`src/rtl/crc5n_pkg.sv`:
```
// Shared constants for the nibble-parallel CRC5 updater.
// Assumes the generator is given without its top (x^5) term.
package crc5n_pkg;
    localparam int              CRC5_W    = 5;
    localparam int              NIBBLE_W  = 4;
    localparam logic [4:0]      CRC5_POLY = 5'h05;
    localparam logic [4:0]      CRC5_SEED = 5'h1F;
endpackage

```
`src/rtl/crcpar_xornet.sv`:
```
// Combinational next-remainder network for a word-parallel CRC.
// Each output bit XORs the inputs whose one-hot response, taken from an
// elaborated serial LFSR, sets that bit (superposition over GF(2)).
// Assumes word bit DATA_W-1 is the first bit in serial order.
module crcpar_xornet #(
    parameter int                 CRC_W  = 5,
    parameter int                 DATA_W = 4,
    parameter logic [CRC_W-1:0]   POLY   = 5'h05
) (
    input  logic [CRC_W-1:0]  state_i,
    input  logic [DATA_W-1:0] word_i,
    output logic [CRC_W-1:0]  next_o
);
    localparam int IN_W = CRC_W + DATA_W;

    // Serial LFSR walk over one word, MSB first; used only at elaboration.
    function automatic logic [CRC_W-1:0] serial_walk(
        input logic [CRC_W-1:0]  s,
        input logic [DATA_W-1:0] d
    );
        logic [CRC_W-1:0] r;
        logic             fb;
        r = s;
        for (int b = DATA_W - 1; b >= 0; b--) begin
            fb = r[CRC_W-1] ^ d[b];
            r  = {r[CRC_W-2:0], 1'b0};
            if (fb) r = r ^ POLY;
        end
        return r;
    endfunction

    logic [IN_W-1:0]             in_vec;
    logic [CRC_W-1:0][IN_W-1:0]  tap;

    assign in_vec = {word_i, state_i};

    // One-hot responses form the columns of the tap matrix.
    for (genvar k = 0; k < IN_W; k++) begin : g_col
        localparam logic [IN_W-1:0]  ONEHOT = {{(IN_W-1){1'b0}}, 1'b1} << k;
        localparam logic [CRC_W-1:0] RESP   =
            serial_walk(ONEHOT[CRC_W-1:0], ONEHOT[IN_W-1:CRC_W]);
        for (genvar i = 0; i < CRC_W; i++) begin : g_row
            assign tap[i][k] = RESP[i];
        end
    end

    // Each next-state bit is the parity of its selected inputs.
    for (genvar i = 0; i < CRC_W; i++) begin : g_out
        assign next_o[i] = ^(in_vec & tap[i]);
    end

    // Spot checks of the derived network against closed-form terms.
    always_comb begin

        if (state_i == '0 && word_i == '0) begin
            zero_in_zero_out_chk: assert (next_o == '0);
        end
        if (CRC_W == 5 && DATA_W == 4 && POLY == 5'h05) begin

            bit1_terms_chk: assert (next_o[1] == (state_i[2] ^ word_i[1]));

            bit4_terms_chk: assert (next_o[4] == (state_i[0] ^ state_i[3] ^ word_i[2]));
        end
    end
endmodule

```
`src/rtl/crcpar_state_reg.sv`:
```
// Remainder register for the parallel CRC. It loads SEED on reset or init
// (init wins over a load) and otherwise takes next_i only when load_i is high.
// Assumes reset and init are sampled synchronously.
module crcpar_state_reg #(
    parameter int               W    = 5,
    parameter logic [W-1:0]     SEED = '1
) (
    input  logic         clk,
    input  logic         rst_n,
    input  logic         init_i,
    input  logic         load_i,
    input  logic [W-1:0] next_i,
    output logic [W-1:0] crc_q
);
    // Remainder update: seed, absorb or hold.
    always_ff @(posedge clk) begin
        if (!rst_n || init_i) crc_q <= SEED;
        else if (load_i)      crc_q <= next_i;
    end


    hold_idle_chk: assert property (@(posedge clk) disable iff (!rst_n)
        (!init_i && !load_i) |=> $stable(crc_q));

    init_seed_chk: assert property (@(posedge clk) disable iff (!rst_n)
        init_i |=> (crc_q == SEED));

    load_next_chk: assert property (@(posedge clk) disable iff (!rst_n)
        (load_i && !init_i) |=> (crc_q == $past(next_i)));
endmodule

```
`src/rtl/crc5_nibble_updater.sv`:
```
// Top of the nibble-parallel CRC5 updater (x^5 + x^2 + 1, seed all ones).
// Absorbs one 4-bit word per clock when word_vld is high.
// Assumes word_in bit 3 is the earliest bit in serial order.
module crc5_nibble_updater
    import crc5n_pkg::*;
(
    input  logic                 clk,
    input  logic                 rst_n,
    input  logic                 crc_init,
    input  logic                 word_vld,
    input  logic [NIBBLE_W-1:0]  word_in,
    output logic [CRC5_W-1:0]    crc_out
);
    logic [CRC5_W-1:0] next_rem;

    // width and generator come from the package constants.
    crcpar_xornet #(
        .CRC_W  (CRC5_W),
        .DATA_W (NIBBLE_W),
        .POLY   (CRC5_POLY)
    ) xornet_i (
        .state_i (crc_out),
        .word_i  (word_in),
        .next_o  (next_rem)
    );

    crcpar_state_reg #(
        .W    (CRC5_W),
        .SEED (CRC5_SEED)
    ) rem_i (
        .clk    (clk),
        .rst_n  (rst_n),
        .init_i (crc_init),
        .load_i (word_vld),
        .next_i (next_rem),
        .crc_q  (crc_out)
    );
endmodule

```
`config.mk`:
```
export PLATFORM = sky130hd
export DESIGN_NAME = crc5_nibble_updater
export DESIGN_NICKNAME = d
export VERILOG_FILES = /design/src/rtl/crc5n_pkg.sv /design/src/rtl/crcpar_xornet.sv /design/src/rtl/crcpar_state_reg.sv /design/src/rtl/crc5_nibble_updater.sv
export SDC_FILE = /design/constraint.sdc
export NUM_CORES = 1
export LEC_CHECK = 0
export ABC_AREA = 1
export BUFFER_PORTS_ARGS = -buffer_cell sky130_fd_sc_hd__clkbuf_2
export CAP_MARGIN = 10
export CELL_PAD_IN_SITES_DETAIL_PLACEMENT = 1
export CELL_PAD_IN_SITES_GLOBAL_PLACEMENT = 1
export CORE_MARGIN = 10
export CORE_UTILIZATION = 28
export CTS_CLUSTER_DIAMETER = 80
export DETAILED_ROUTE_END_ITERATION = 10
export PLACE_DENSITY = 0.8
export SYNTH_ARGS = -nofsm -noshare
export SYNTH_HDL_FRONTEND = slang
export SYNTH_SLANG_ARGS = --single-unit
```
`constraint.sdc`:
```
create_clock -name clk -period 1.25 [get_ports clk]
set_clock_uncertainty 0.1 [all_clocks]
set_input_delay 0.375 -clock clk [delete_from_list [all_inputs] [get_ports clk]]
set_output_delay 0.375 -clock clk [all_outputs]
set_load 0.01 [all_outputs]
```
* Word-level counts from Yosys, hierarchy flattened
Cells that the tools add are included.
Word-level totals: register bits 5, output and inout port bits 5
Operators by class: reductions and logical operators 7
Operator list (number):
- XOR reduction 9 bit | 5
- logical NOT 1 bit | 1
- logical OR 1 bit | 1

* Logic depth before layout (Yosys ltp)
Gate-level depths: netlist of run 1.
depth after elaboration 2, mapped depth 8, gate-level depth less buffers 8

* Cells and area by module
A second synthesis of run 1 with hierarchy kept.
Second synthesis, totals: cell total of the unflattened synthesis 56, area, all modules 355.3 um2
By module, submodules not included:
- crcpar_xornet | times used 1, cells an instance 33, area each 178.9 um2
- crcpar_state_reg | times used 1, cells an instance 23, area each 176.4 um2

* Least setup slack after synthesis of run 1
OpenSTA, ideal clock, no wires.
path type flip-flop to flip-flop, start point register rem_i.crc_q[1], end point register rem_i.crc_q[2], library setup time 0.115 ns, arrival 0.879 ns, setup slack 0.157 ns, cell stages (with the launch flop) 8, clock period less this slack 1.093 ns, cell sequence dfxtp_1 > inv_1 > nand2_1 > nand3_1 > nand2_1 > nand2_1 > nand3_1 > nand2_1
On the way: cells in the longest elaborated chain, start to end 1
RTL lines:
- start: declaration | line crcpar_state_reg.sv:13 | output logic [W-1:0] crc_q
- start signal: assignment | line crcpar_state_reg.sv:18 | else if (load_i) crc_q <= next_i;
- XOR reduction 9 bit | line crcpar_xornet.sv:49 | assign next_o[i] = ^(in_vec & tap[i]);
Every way passes these cells. A chain may end at the register's enable or synchronous reset.

* Final worst setup path of run 1
start point register rem_i.crc_q[3], end point output crc_out[3]
RTL lines:
- end: declaration | line crc5_nibble_updater.sv:12 | output logic [CRC5_W-1:0] crc_out
No word-level cell between the ends.

==> flow_results.org, run 1 <==
** Yosys
- Among all flip-flop cells after synthesis, the most frequent one is dfxtp_1.
- The most common cell in the synthesized netlist is nand2_1.
- Number of warnings printed during yosys synthesis :: 0
- In this run, synthesis inferred 0 flip-flops with an integrated enable.
- By count the netlist is led by nand2_1 (29), nand3_1 (10), inv_1 (7).
- Counting every instance in the synthesized netlist gives 66.
- After synthesis, the share of flip-flops with an asynchronous set or reset is 0.
- The share of synthesized area in the top cell type comes to 0.296.
- Number of different library cells in the post-synthesis netlist :: 11
- Number of nets produced by synthesis :: 74
- A synthesized cell averages 5.57 um^2.
- Cell taking the most area after synthesis :: nand2_1
- Synthesized flop and latch total :: 5
- By area the synthesized netlist is led by nand2_1 (30%), dfxtp_1 (27%), nand3_1 (14%), inv_1 (7.1%), xor2_1 (7.1%).
- Seq/Total Area, Yosys :: 0.272
- Area of the mapped netlist :: 368 um^2

** Run
- Max-Cap Viols :: 0

** Setup path
- The worst setup path is captured at a primary output.
- Traced cell by cell, the critical path runs through clkbuf_2.
- Broken down by cell family, the worst path's largest delay share belongs to flip-flops.
- Sum of buffers and inverters on the critical path :: 1
- The largest single stage delay on the critical path is 0.37 ns.
- Data arrival time of the critical path :: 0.75 ns
- The setup path with the least slack is of type reg -> out.
- In this run the worst path has a maximum fanout of 5.
- Crit path launch type :: flip-flop
- Among all stages on the critical path, the largest delay is contributed by dfxtp_4.
- For the worst setup path, the data required time is 0.78 ns.

** Floorplanning
- Top-level port count :: 13
- Std-Cell Rows :: 13
- Floorplan die width :: 56.2 um
- The initial utilization of the core area, before any placement, comes to 0.290.
- The core region is 0.00127 mm^2.
- Die height :: 56.2 um
- The floorplan step defined a die boundary enclosing 0.00316 mm^2.

** Pwr
- Clock network fraction of total power :: 0.392
- The share of total power dissipated in sequential elements is 0.357.
- In this run the power density over the cells is 948 mW/mm^2.
- Overall power after layout :: 0.492 mW
- Total leakage power :: 0.292 nW
- Combinational share of power :: 0.251
- Of the total power, the share spent switching nets is 0.311.
- The internal portion of the total power is 0.339 mW.
- The analysis attributes to net switching a power of 0.153 mW.
- Across the VDD grid, the largest voltage drop is 0.000354 V.

** Placement
- Buffers placed on the I/O ports in this run total 12.
- Routability-driven placement finished with a final weighted congestion of 0.755.
- Summed over all nets, the half-perimeter wirelength after detailed placement is 935 um.
- Setup slack after placement :: 0.0339 ns

** Global route
- Entering global routing, the biggest net connects 9 pins.
- The first global-routing pass estimated 2050 um of wire.
- Global-route congestion overflow total :: 0
- Via count of the first global-routing pass :: 486
- The number of antenna violations at the first check in global routing came to 0.
- Across every metal layer, demand over resource in global routing totals 0.0790.

** Clock tree
- Clock latency at the later pin of the worst-skew pair :: 0.24 ns
- Clock tree from TritonCTS :: done
- Counting the buffers created by CTS gives 3.
- TritonCTS Sinks :: 5
- Number of H-tree levels :: 1
- Counting along the longest clock path gives a buffer depth of 2.
- Cell at the root of the clock tree :: clkbuf_4
- Clk pin slew, worst setup/hold paths :: 0.05 ns

** STA
- Number of pins with negative max-slew slack in the final report :: 0
- Setup violations remaining at the end of the flow were counted as 0.
- The final-report hold violation count was 0.
- Worst slew margin relative to its limit :: 0.848
- Static timing analysis puts the maximum clock frequency at 818 MHz.
- Total Negative Setup Slacks :: 0 ns
- Final period util :: 0.978
- Time the worst path needs with I/O delays and setup :: 1.22 ns
- Worst Setup Slack, final :: 0.0279 ns
- Slew @ Worst Pin :: 0.227 ns

** Detailed routing
- Number of design rule violations left after detail routing :: 0
- In the routed layout, each cell is associated on average with a via count of 4.59.
- Summed over all layers, the routed wires come to 1260 um.
- In the final routed layout, each cell accounts on average for 12.5 um.
- In this run, the number of DRC markers left after iteration 0 of detailed routing was 1.
- Router iterations before antenna repair :: 2
- The count of nets left with antenna violations once routing finished came out at 0.
- The routed layout has 464 vias.

** Layout
- Largest registers :: rem_i.crc_q x5
- Core occupancy in the finished layout :: 0.409
- Diodes inserted :: 0
- rem_i.crc_q holds more flip-flops than any other register.
- In the final layout, the share of cells above drive strength 1 is 0.291.
- From synthesis to final layout, the design area changed by 41.2%.
- Number of flip-flops under the largest register name :: 5
- Final nets :: 95

** Worst hold path
- The tightest min-delay check is of the in -> reg type.

** Outcome
- The run finished with clean final reports.
-- timing repair --
action                                  in CTS  in global routing
endpoints found under the setup margin       3                  3
hold buffers                                 0                  0
setup buffers                                0                  3
resized for setup                            5                  3
-- cell usage in the layout, fill, tap and decap left out, drive strengths merged --
cell and instances:
xor2 3, o21ai 2, nor2 3, o211ai 1, buf 5, nand3 10, dfxtp 5, inv 9
a21oi 4, nand2 29, clkbuf 15
-- per-stage QoR --
step,std cells,instance area (um^2),hold slack [ns]
2_1_floorplan,66,368,0.405
3_3_place_gp,94,454,0.411
3_5_place_dp,94,454,0.422
4_1_cts,98,489,0.283
5_1_grt,101,519,0.299
6_report,101,519,0.285
-- logic make-up after synthesis --
kind of cell,synth area share
AOI/OAI and AO/OA,0.102
DFF,0.272
and+or+nand+nor,0.463
buffers and inverters,0.0919
xor gates and xnor gates,0.0714
-- cell type report --
type                            instances  area, um^2
Timing Repair Buffer                   16        96.3
Clock buffer                            4        26.3
Fill cell                             186         749
Sequential cell                         5         110
Tap cell                               15        18.8
Inverter                                9        33.8
Multi-Input combinational cell         52         234
-- per-layer routing --
metal  part of all wire  wire length [um]  vias up  GRT usage
met5                  0                 0        -          0
met4                  0                 0        0     0.0412
met3              0.057                72        0     0.0388
met2               0.54               679       10      0.133
met1               0.40               509      206     0.0777
li1                   -                 -      248          -
-- power groups by stage --
stage	Combinational, mW	Sequential (mW)	Clock (mW)
after floorplan	0.0654	0.184	0
after global placement	0.108	0.181	0
after detailed placement	0.112	0.181	0
after CTS	0.114	0.177	0.200
after global routing	0.141	0.177	0.220
final	0.124	0.176	0.193
-- path summary, 6_finish.rpt --
check            startpoint              to  slack (ns)  cells after the start
max          rem_i.crc_q[3]      crc_out[3]        0.03                      1
max reg2reg  rem_i.crc_q[3]  rem_i.crc_q[2]        0.13                      7
min reg2reg  rem_i.crc_q[0]  rem_i.crc_q[0]        0.39                      2
min                crc_init  rem_i.crc_q[1]        0.28                      3
(Power assumes the default switching activity.)
==> run 2, diff against run 1 <==
--- a/config.mk
+++ b/config.mk
@@ -11,10 +11,12 @@
 export CELL_PAD_IN_SITES_DETAIL_PLACEMENT = 1
 export CELL_PAD_IN_SITES_GLOBAL_PLACEMENT = 1
-export CORE_MARGIN = 10
-export CORE_UTILIZATION = 28
+export CORE_AREA = 10 10 47 49
+export CTS_BUF_LIST = sky130_fd_sc_hd__clkbuf_4 sky130_fd_sc_hd__clkbuf_8
 export CTS_CLUSTER_DIAMETER = 80
 export DETAILED_ROUTE_END_ITERATION = 10
-export PLACE_DENSITY = 0.8
+export DIE_AREA = 0 0 57 59
+export PLACE_DENSITY = 0.79
 export SYNTH_ARGS = -nofsm -noshare
 export SYNTH_HDL_FRONTEND = slang
 export SYNTH_SLANG_ARGS = --single-unit
+export TNS_END_PERCENT = 10
==> constraint.sdc (replaced) <==
create_clock -name clk -period 1.25 [get_ports clk]
set_clock_uncertainty 0.1 [all_clocks]
set_input_delay 0.1875 -clock clk [delete_from_list [all_inputs] [get_ports clk]]
set_output_delay 0.1875 -clock clk [all_outputs]
set_load 0.01 [all_outputs]
==> run 2 against run 1 <==
- sequential power grew 2%
- register-to-register slack about the same
- sequential cell count stayed put
- design area decreased by 7.5%
- clock-buffer cell count unchanged
- largest cell class unchanged
- maximum frequency up 5.0%
- non-clock buffer count shrank 4
- combinational power shrank 12%
==> flow_results.org, run 2 (same netlist as run 1, synthesis figures left out) <==
** Layout
- Leaving out fill and tap cells, the most frequent cell in the layout is nand2_1.
- Number of inserted filler cells in the final layout :: 212 (+14%)
- Core occupancy in the finished layout :: 0.343 (-0.0664)
- The area taken by multi-input logic gates is 234 um^2 (unchanged).
- The total inserted antenna cells is 0 (unchanged).
- The area taken by flip-flops and latches was 103 um^2 (-6.8%).
- The number of flip-flops under the largest register name came to 5 (unchanged).
- Growth of design area from synthesis to finish :: 30.6%
- In the layout the commonest cells are nand2_1 (29), clkbuf_2 (12), nand3_1 (10), inv_1 (7).
- Share of final-layout standard cells stronger than drive strength 1 :: 0.244 (-0.0468)
- Register name with the most flops :: rem_i.crc_q
- The largest registers in the layout are rem_i.crc_q x5.
- Final nets :: 91 (-4.2%)

** Setup path
- The logic depth of the worst setup path including buffers is 1 (unchanged).
- Top cell family by delay on the critical path :: flip-flops
- The count of buffer and inverter cells on the critical path was 1 (unchanged).
- Critical path start-end classification :: reg -> out
- For this design, the slowest cell found on the critical path is dfxtp_1.
- Data arrival time of the critical path :: 0.88 ns (+0.13 ns)
- Sort of element at the end of the critical path :: primary output
- Crit path launch type :: flip-flop
- Walking the worst path, the cells encountered are clkbuf_2.
- Largest fanout on the critical path :: 8 (+3)
- Req. time, crit path :: 0.96 ns (+0.18 ns)
- The delay contributed by the slowest stage of the critical path was 0.45 ns (+0.08 ns).
- The reg2reg setup slack is 0.14 ns (about the same).
- R2R depth :: 7 (unchanged)

** STA
- The smallest setup slack after layout is 0.0862 ns (+0.0583 ns).
- The highest attainable clock frequency is 859 MHz (+5.0%).
- The post-route fraction of the period consumed by the critical path is 0.931 (-0.0467).
- The number of failing setup endpoints in the final timing report is 0 (unchanged).
- The number of max-slew violations in the final report was 0 (unchanged).
- Slew @ Worst Pin :: 0.245 ns (+0.0180 ns)
- Count of final hold-check violations :: 0 (unchanged)
- The final-layout worst hold slack came to 0.0793 ns (-0.205 ns).
- Worst slew margin relative to its limit :: 0.837 (-0.0117)
- Time the worst path needs with I/O delays and setup :: 1.16 ns (-0.0583 ns)
- RSZ-0062 raised after global routing :: no
- Total Negative Setup Slacks :: 0 ns (unchanged)

** Clock tree
- Number of buffers inserted during clock tree synthesis :: 3 (unchanged)
- TritonCTS built the clock tree.
- In this run the clock root is driven by a clkbuf_4.
- Worst-case clock buffer depth :: 2 (unchanged)
- TritonCTS Sinks :: 5 (unchanged)
- The CTS clock-pin slew for the worst setup and hold paths was 0.05 ns (about the same).
- The number of gates resized after cts came to 0 (-5).
- The clock latency on the worst-skew pair was 0.24 ns (about the same).
- The post-CTS setup buffer count was 0 (unchanged).
- The H-tree depth came to 1 (unchanged).
- Hold bufs inserted after CTS :: 0 (unchanged)

** Pwr
- The reported net switching power came to 0.143 mW (-7.0%).
- Fraction of power spent switching nets :: 0.287 (-0.0238)
- Overall power after layout :: 0.496 mW (+0.72%)
- The part of the power in registers is 0.363 (+0.006).
- Peak supply drop :: 0.000456 V (+29%)
- Internal portion of total power :: 0.353 mW (+4.2%)
- Power density cells :: 1030 mW/mm^2 (+8.9%)
- Total leakage power :: 0.276 nW (-5.4%)
- The part of the power in the clock network was 0.417 (+0.025).
- Combinational share of power :: 0.220 (-0.031)

** Floorplanning
- The effective utilization at floorplan came to 0.263 (-0.0274).
- The area of the core was 0.00140 mm^2 (+10%).
- Std-Cell Rows :: 14 (+1)
- The die area was 0.00336 mm^2 (+6.3%).
- The die width was 57 um (+1.3%).
- The die extent in y is 59 um (+4.9%).
- The number of placed I/O pins was 13 (unchanged).

** Global route
- Largest net degree at the start of global routing :: 9 (unchanged)
- Number of antenna violations at the first check in global routing :: 0 (unchanged)
- The sum of overflow across all layers after global routing was 0 (unchanged).
- The first-pass GRT wire length came to 2040 um (-0.68%).
- The global-route total usage across every layer is 0.0746 (-0.00444).
- Via count of the first global-routing pass :: 501 (+3.1%)

** Detailed routing
- Router iterations before antenna repair :: 1 (-1)
- Total vias in the final route :: 447 (-3.7%)
- The DRC violations left is 0 (unchanged).
- Violation count after the first detailed-route iteration :: 0 (-1)
- WL final :: 1180 um (-6.1%)
- Count of antenna-violating nets left after detailed routing :: 0 (unchanged)
- Final routed wire length divided by cell count :: 12.1 um (-3.2%)
- Average via count per standard cell :: 4.56 (-0.71%)

** Placement
- The global placer's final weighted congestion is 0.838 (+11%).
- The placement-stage worst setup slack was 0.0866 ns (+0.0527 ns).
- Total of buffers placed on input and output ports :: 12 (unchanged)
- DPL Wire Length :: 992 um (+6.1%)

** Outcome
- Outcome :: complete, no violations

** Worst hold path
- Worst hold path stage count :: 3 (unchanged)
- Hold/Removal Path Class :: in -> reg

** Run
- The max-capacitance violation count was 0 (unchanged).
[run 2: changes by cell type in the layout (fill, tap and decap cells not counted), sizes merged]
cell | previous run | this run
buf | 5 | 0
clkbuf | 15 | 16
[run 2: cell type report]
cell class                 instances  area share
sequential                         5       0.214
multi-input combinational         52       0.487
inverter                           9      0.0703
tap                               16      0.0417
timing repair buffer              12       0.125
clock buffer                       4      0.0625
[run 2: path summary, 6_finish.rpt]
check | from | endpoint
worst min register to register | rem_i.crc_q[2] | rem_i.crc_q[2]
worst max-delay path | rem_i.crc_q[3] | crc_out[3]
worst max register to register | rem_i.crc_q[3] | rem_i.crc_q[2]
worst min-delay path | crc_init | rem_i.crc_q[1]
[run 2: per-stage QoR]
step | instances | area, um^2
final | 98 | 480
after global routing | 98 | 480
after CTS | 98 | 478
after detailed placement | 94 | 448
after global placement | 94 | 448
after floorplan | 66 | 368
[run 2: power by group through the flow]
stage	clock, mW	combinational, mW	sequential [mW]
4_1_cts	0.214	0.112	0.179
5_1_grt	0.223	0.128	0.182
6_report	0.207	0.109	0.180
3_5_place_dp	0	0.110	0.182
3_3_place_gp	0	0.108	0.181
2_1_floorplan	0	0.0654	0.184
[run 2: metal layers]
metal / track usage / vias to the layer above / share of wire
li1: - / 239 / -
met1: 0.0685 / 197 / 0.38
met2: 0.152 / 9 / 0.58
met3: 0.0172 / 2 / 0.036
met4: 0.0302 / 0 / 0.0051
met5: 0 / - / 0
==> run 3, diff against run 2 <==
CELL_PAD_IN_SITES_DETAIL_PLACEMENT = unset   (was 1)
CELL_PAD_IN_SITES_GLOBAL_PLACEMENT = unset   (was 1)
PLACE_DENSITY = 0.58   (was 0.79)
==> run 3 against run 2 <==
- sequential share of layout area unchanged
- core utilization stayed put
- maximum frequency shrank 0.35%
- die area is the same
- combinational power is 4% lower
- clock-buffer cell count stayed put
- non-clock buffer count did not move
- first-iteration DRC count is 11 higher
- hold slack better by 0.0029 ns
- global-route usage fell by 1.7 points
- clock power barely moved
==> flow_results.org, run 3 (same netlist as run 1, synthesis figures left out) <==
** Layout
- The share of post-route cells with drive strength above 1 came to 0.244 (unchanged).
- The library cell used most frequently in the layout, excluding fill and tap cells, is nand2_1.
- The total inserted antenna cells came to 0 (unchanged).
- Number of flip-flops under the largest register name :: 5 (unchanged)
- The end-of-flow core utilization came to 0.343 (unchanged).
- Final nets :: 91 (unchanged)
- Largest registers :: rem_i.crc_q x5
- In the layout the commonest cells are nand2_1 (29), clkbuf_2 (12), nand3_1 (10), inv_1 (7).
- Growth of design area from synthesis to finish :: 30.6% (unchanged)
- Register name with the most flops :: rem_i.crc_q

** Clock tree
- The CTS clock-pin slew for the worst setup and hold paths came to 0.04 ns (about the same).
- Cell at the root of the clock tree :: clkbuf_4
- TritonCTS Sinks :: 5 (unchanged)
- The TritonCTS buffer count came to 3 (unchanged).
- Clock tree from TritonCTS :: done
- Worst-case clock buffer depth :: 2 (unchanged)
- The H-tree depth came to 1 (unchanged).
- Clock latency at the later pin of the worst-skew pair :: 0.24 ns (about the same)
- The post-CTS setup buffer count was 0 (unchanged).
- The quantity of hold-fixing buffers added after cts came to 0 (unchanged).
- The number of gates resized after cts is 0 (unchanged).

** Setup path
- Critical R2R Launch :: rem_i.crc_q[3]
- Sum of buffers and inverters on the critical path :: 1 (unchanged)
- Traced cell by cell, the critical path runs through clkbuf_2.
- In this run the worst setup path begins at rem_i.crc_q[3].
- Data arrival time of the critical path :: 0.88 ns (about the same)
- Largest fanout on the critical path :: 8 (unchanged)
- Critical path's largest stage delay :: 0.45 ns (about the same)
- The worst setup path is captured at a primary output.
- The worst setup path is of the reg -> out kind.
- The endpoint required time on the critical path was 0.96 ns (about the same).
- The slowest stage of the critical path is the dfxtp_1 cell.
- Crit path launch type :: flip-flop
- Top cell family by delay on the critical path :: flip-flops

** Placement
- The number of I/O port buffers came to 12 (unchanged).
- RePlAce Congestion :: 0.691 (-18%)
- The half-perimeter wire length after placement was 800 um (-19%).

** Global route
- Met3 track demand over resource in global routing :: 0.0193 (+0.00215)
- Global routing's busiest layer :: met2
- The number of antenna violations at the first check in global routing came to 0 (unchanged).
- The via count of the first global-routing pass is 439 (-12%).
- The met2 usage in global routing was 0.104 (-0.0481).
- The largest net degree at the start of global routing came to 9 (unchanged).
- Total track usage :: 0.0574 (-0.0172)
- The sum of overflow across all layers after global routing was 0 (unchanged).
- The met1 track demand over resource in global routing was 0.0533 (-0.0152).
- First-pass GRT wire length :: 1600 um (-21%)

** Floorplanning
- Std-Cell Rows :: 14 (unchanged)
- The number of placed I/O pins was 13 (unchanged).
- The area of the core came to 0.00140 mm^2 (unchanged).
- Initial core utilization :: 0.263 (unchanged)
- Die Outline Area :: 0.00336 mm^2 (unchanged)
- The die width came to 57 um (unchanged).
- The die extent in y came to 59 um (unchanged).

** Worst hold path
- Hold path startpoint :: crc_init
- Hold/Removal Path Class :: in -> reg

** STA
- The post-route fraction of the period consumed by the critical path came to 0.934 (+0.00323).
- # setup viols final :: 0 (unchanged)
- RSZ-0062 raised after global routing :: no
- The final sum of negative setup slack came to 0 ns (unchanged).
- Peak Freq :: 856 MHz (-0.35%)
- Count of final hold-check violations :: 0 (unchanged)
- The number of max-slew violations in the final report came to 0 (unchanged).
- Worst slew margin relative to its limit :: 0.832 (-0.00452)
- Time the worst path needs with I/O delays and setup :: 1.17 ns (+0.00403 ns)
- The slew at the pin closest to its max-slew limit is 0.251 ns (+0.00677 ns).

** Detailed routing
- The iteration count of the initial detailed-routing pass came to 5 (+4).
- Violation count after the first detailed-route iteration :: 11 (+11)
- Final routed wire length divided by cell count :: 9.35 um (-23%)
- The ratio of routed vias to standard cells was 4.36 (-4.5%).
- The via count came to 427 (-4.5%).
- Number of design rule violations left after detail routing :: 0 (unchanged)
- Count of antenna-violating nets left after detailed routing :: 0 (unchanged)
- The final wirelength is 916 um (-23%).

** Run
- The max-capacitance violation count is 0 (unchanged).

** Pwr
- Peak supply drop :: 0.000620 V (+36%)
- The leakage dissipation was 0.276 nW (unchanged).
- The power density of the placed cells was 1020 mW/mm^2 (-0.70%).

** Outcome
- Outcome :: complete, no violations
-- run 3: cell counts in the layout (fill, tap and decap cells not counted) --
Identical to the previous run, type by type.
-- run 3: through the flow --
stage	setup WS, ns	hold WS [ns]	power [mW]	instance area (um^2)	std cells
global route	0.00592	0.0990	0.533	480	98
global placement	0.122	0.318	0.288	448	94
floorplan	0.157	0.218	0.249	368	66
detailed placement	0.104	0.330	0.288	448	94
finish	0.0822	0.0822	0.492	480	98
CTS	0.0665	0.0763	0.502	478	98
-- run 3: final timing paths --
kind                    endpoint  slack, ns  cells past startpoint
setup reg to reg  rem_i.crc_q[2]       0.17                      7
hold / removal    rem_i.crc_q[1]       0.08                      3
hold reg to reg   rem_i.crc_q[0]       0.43                      2
setup / recovery      crc_out[3]       0.08                      1
-- run 3: layer usage --
layer | vias up | part of all wire
met4 | 0 | 0
li1 | 241 | -
met2 | 12 | 0.49
met1 | 174 | 0.45
met3 | 0 | 0.062
met5 | - | 0
-- run 3: power breakdown --
part	internal, mW	leakage [nW]	switching (mW)	total (mW)
logic	0.0425	0.217	0.0621	0.105
clock network	0.142	0.0184	0.0657	0.208
registers	0.169	0.0403	0.0111	0.180
total	0.353	0.276	0.139	0.492
-- run 3: final cells by class --
| cell class | count | area, um^2 |
|---|---|---|
| Multi-Input combinational cell | 52 | 234 |
| Inverter | 9 | 33.8 |
| Timing Repair Buffer | 12 | 60.1 |
| Sequential cell | 5 | 103 |
| Clock buffer | 4 | 30.0 |
| Tap cell | 16 | 20.0 |
| Fill cell | 165 | 921 |
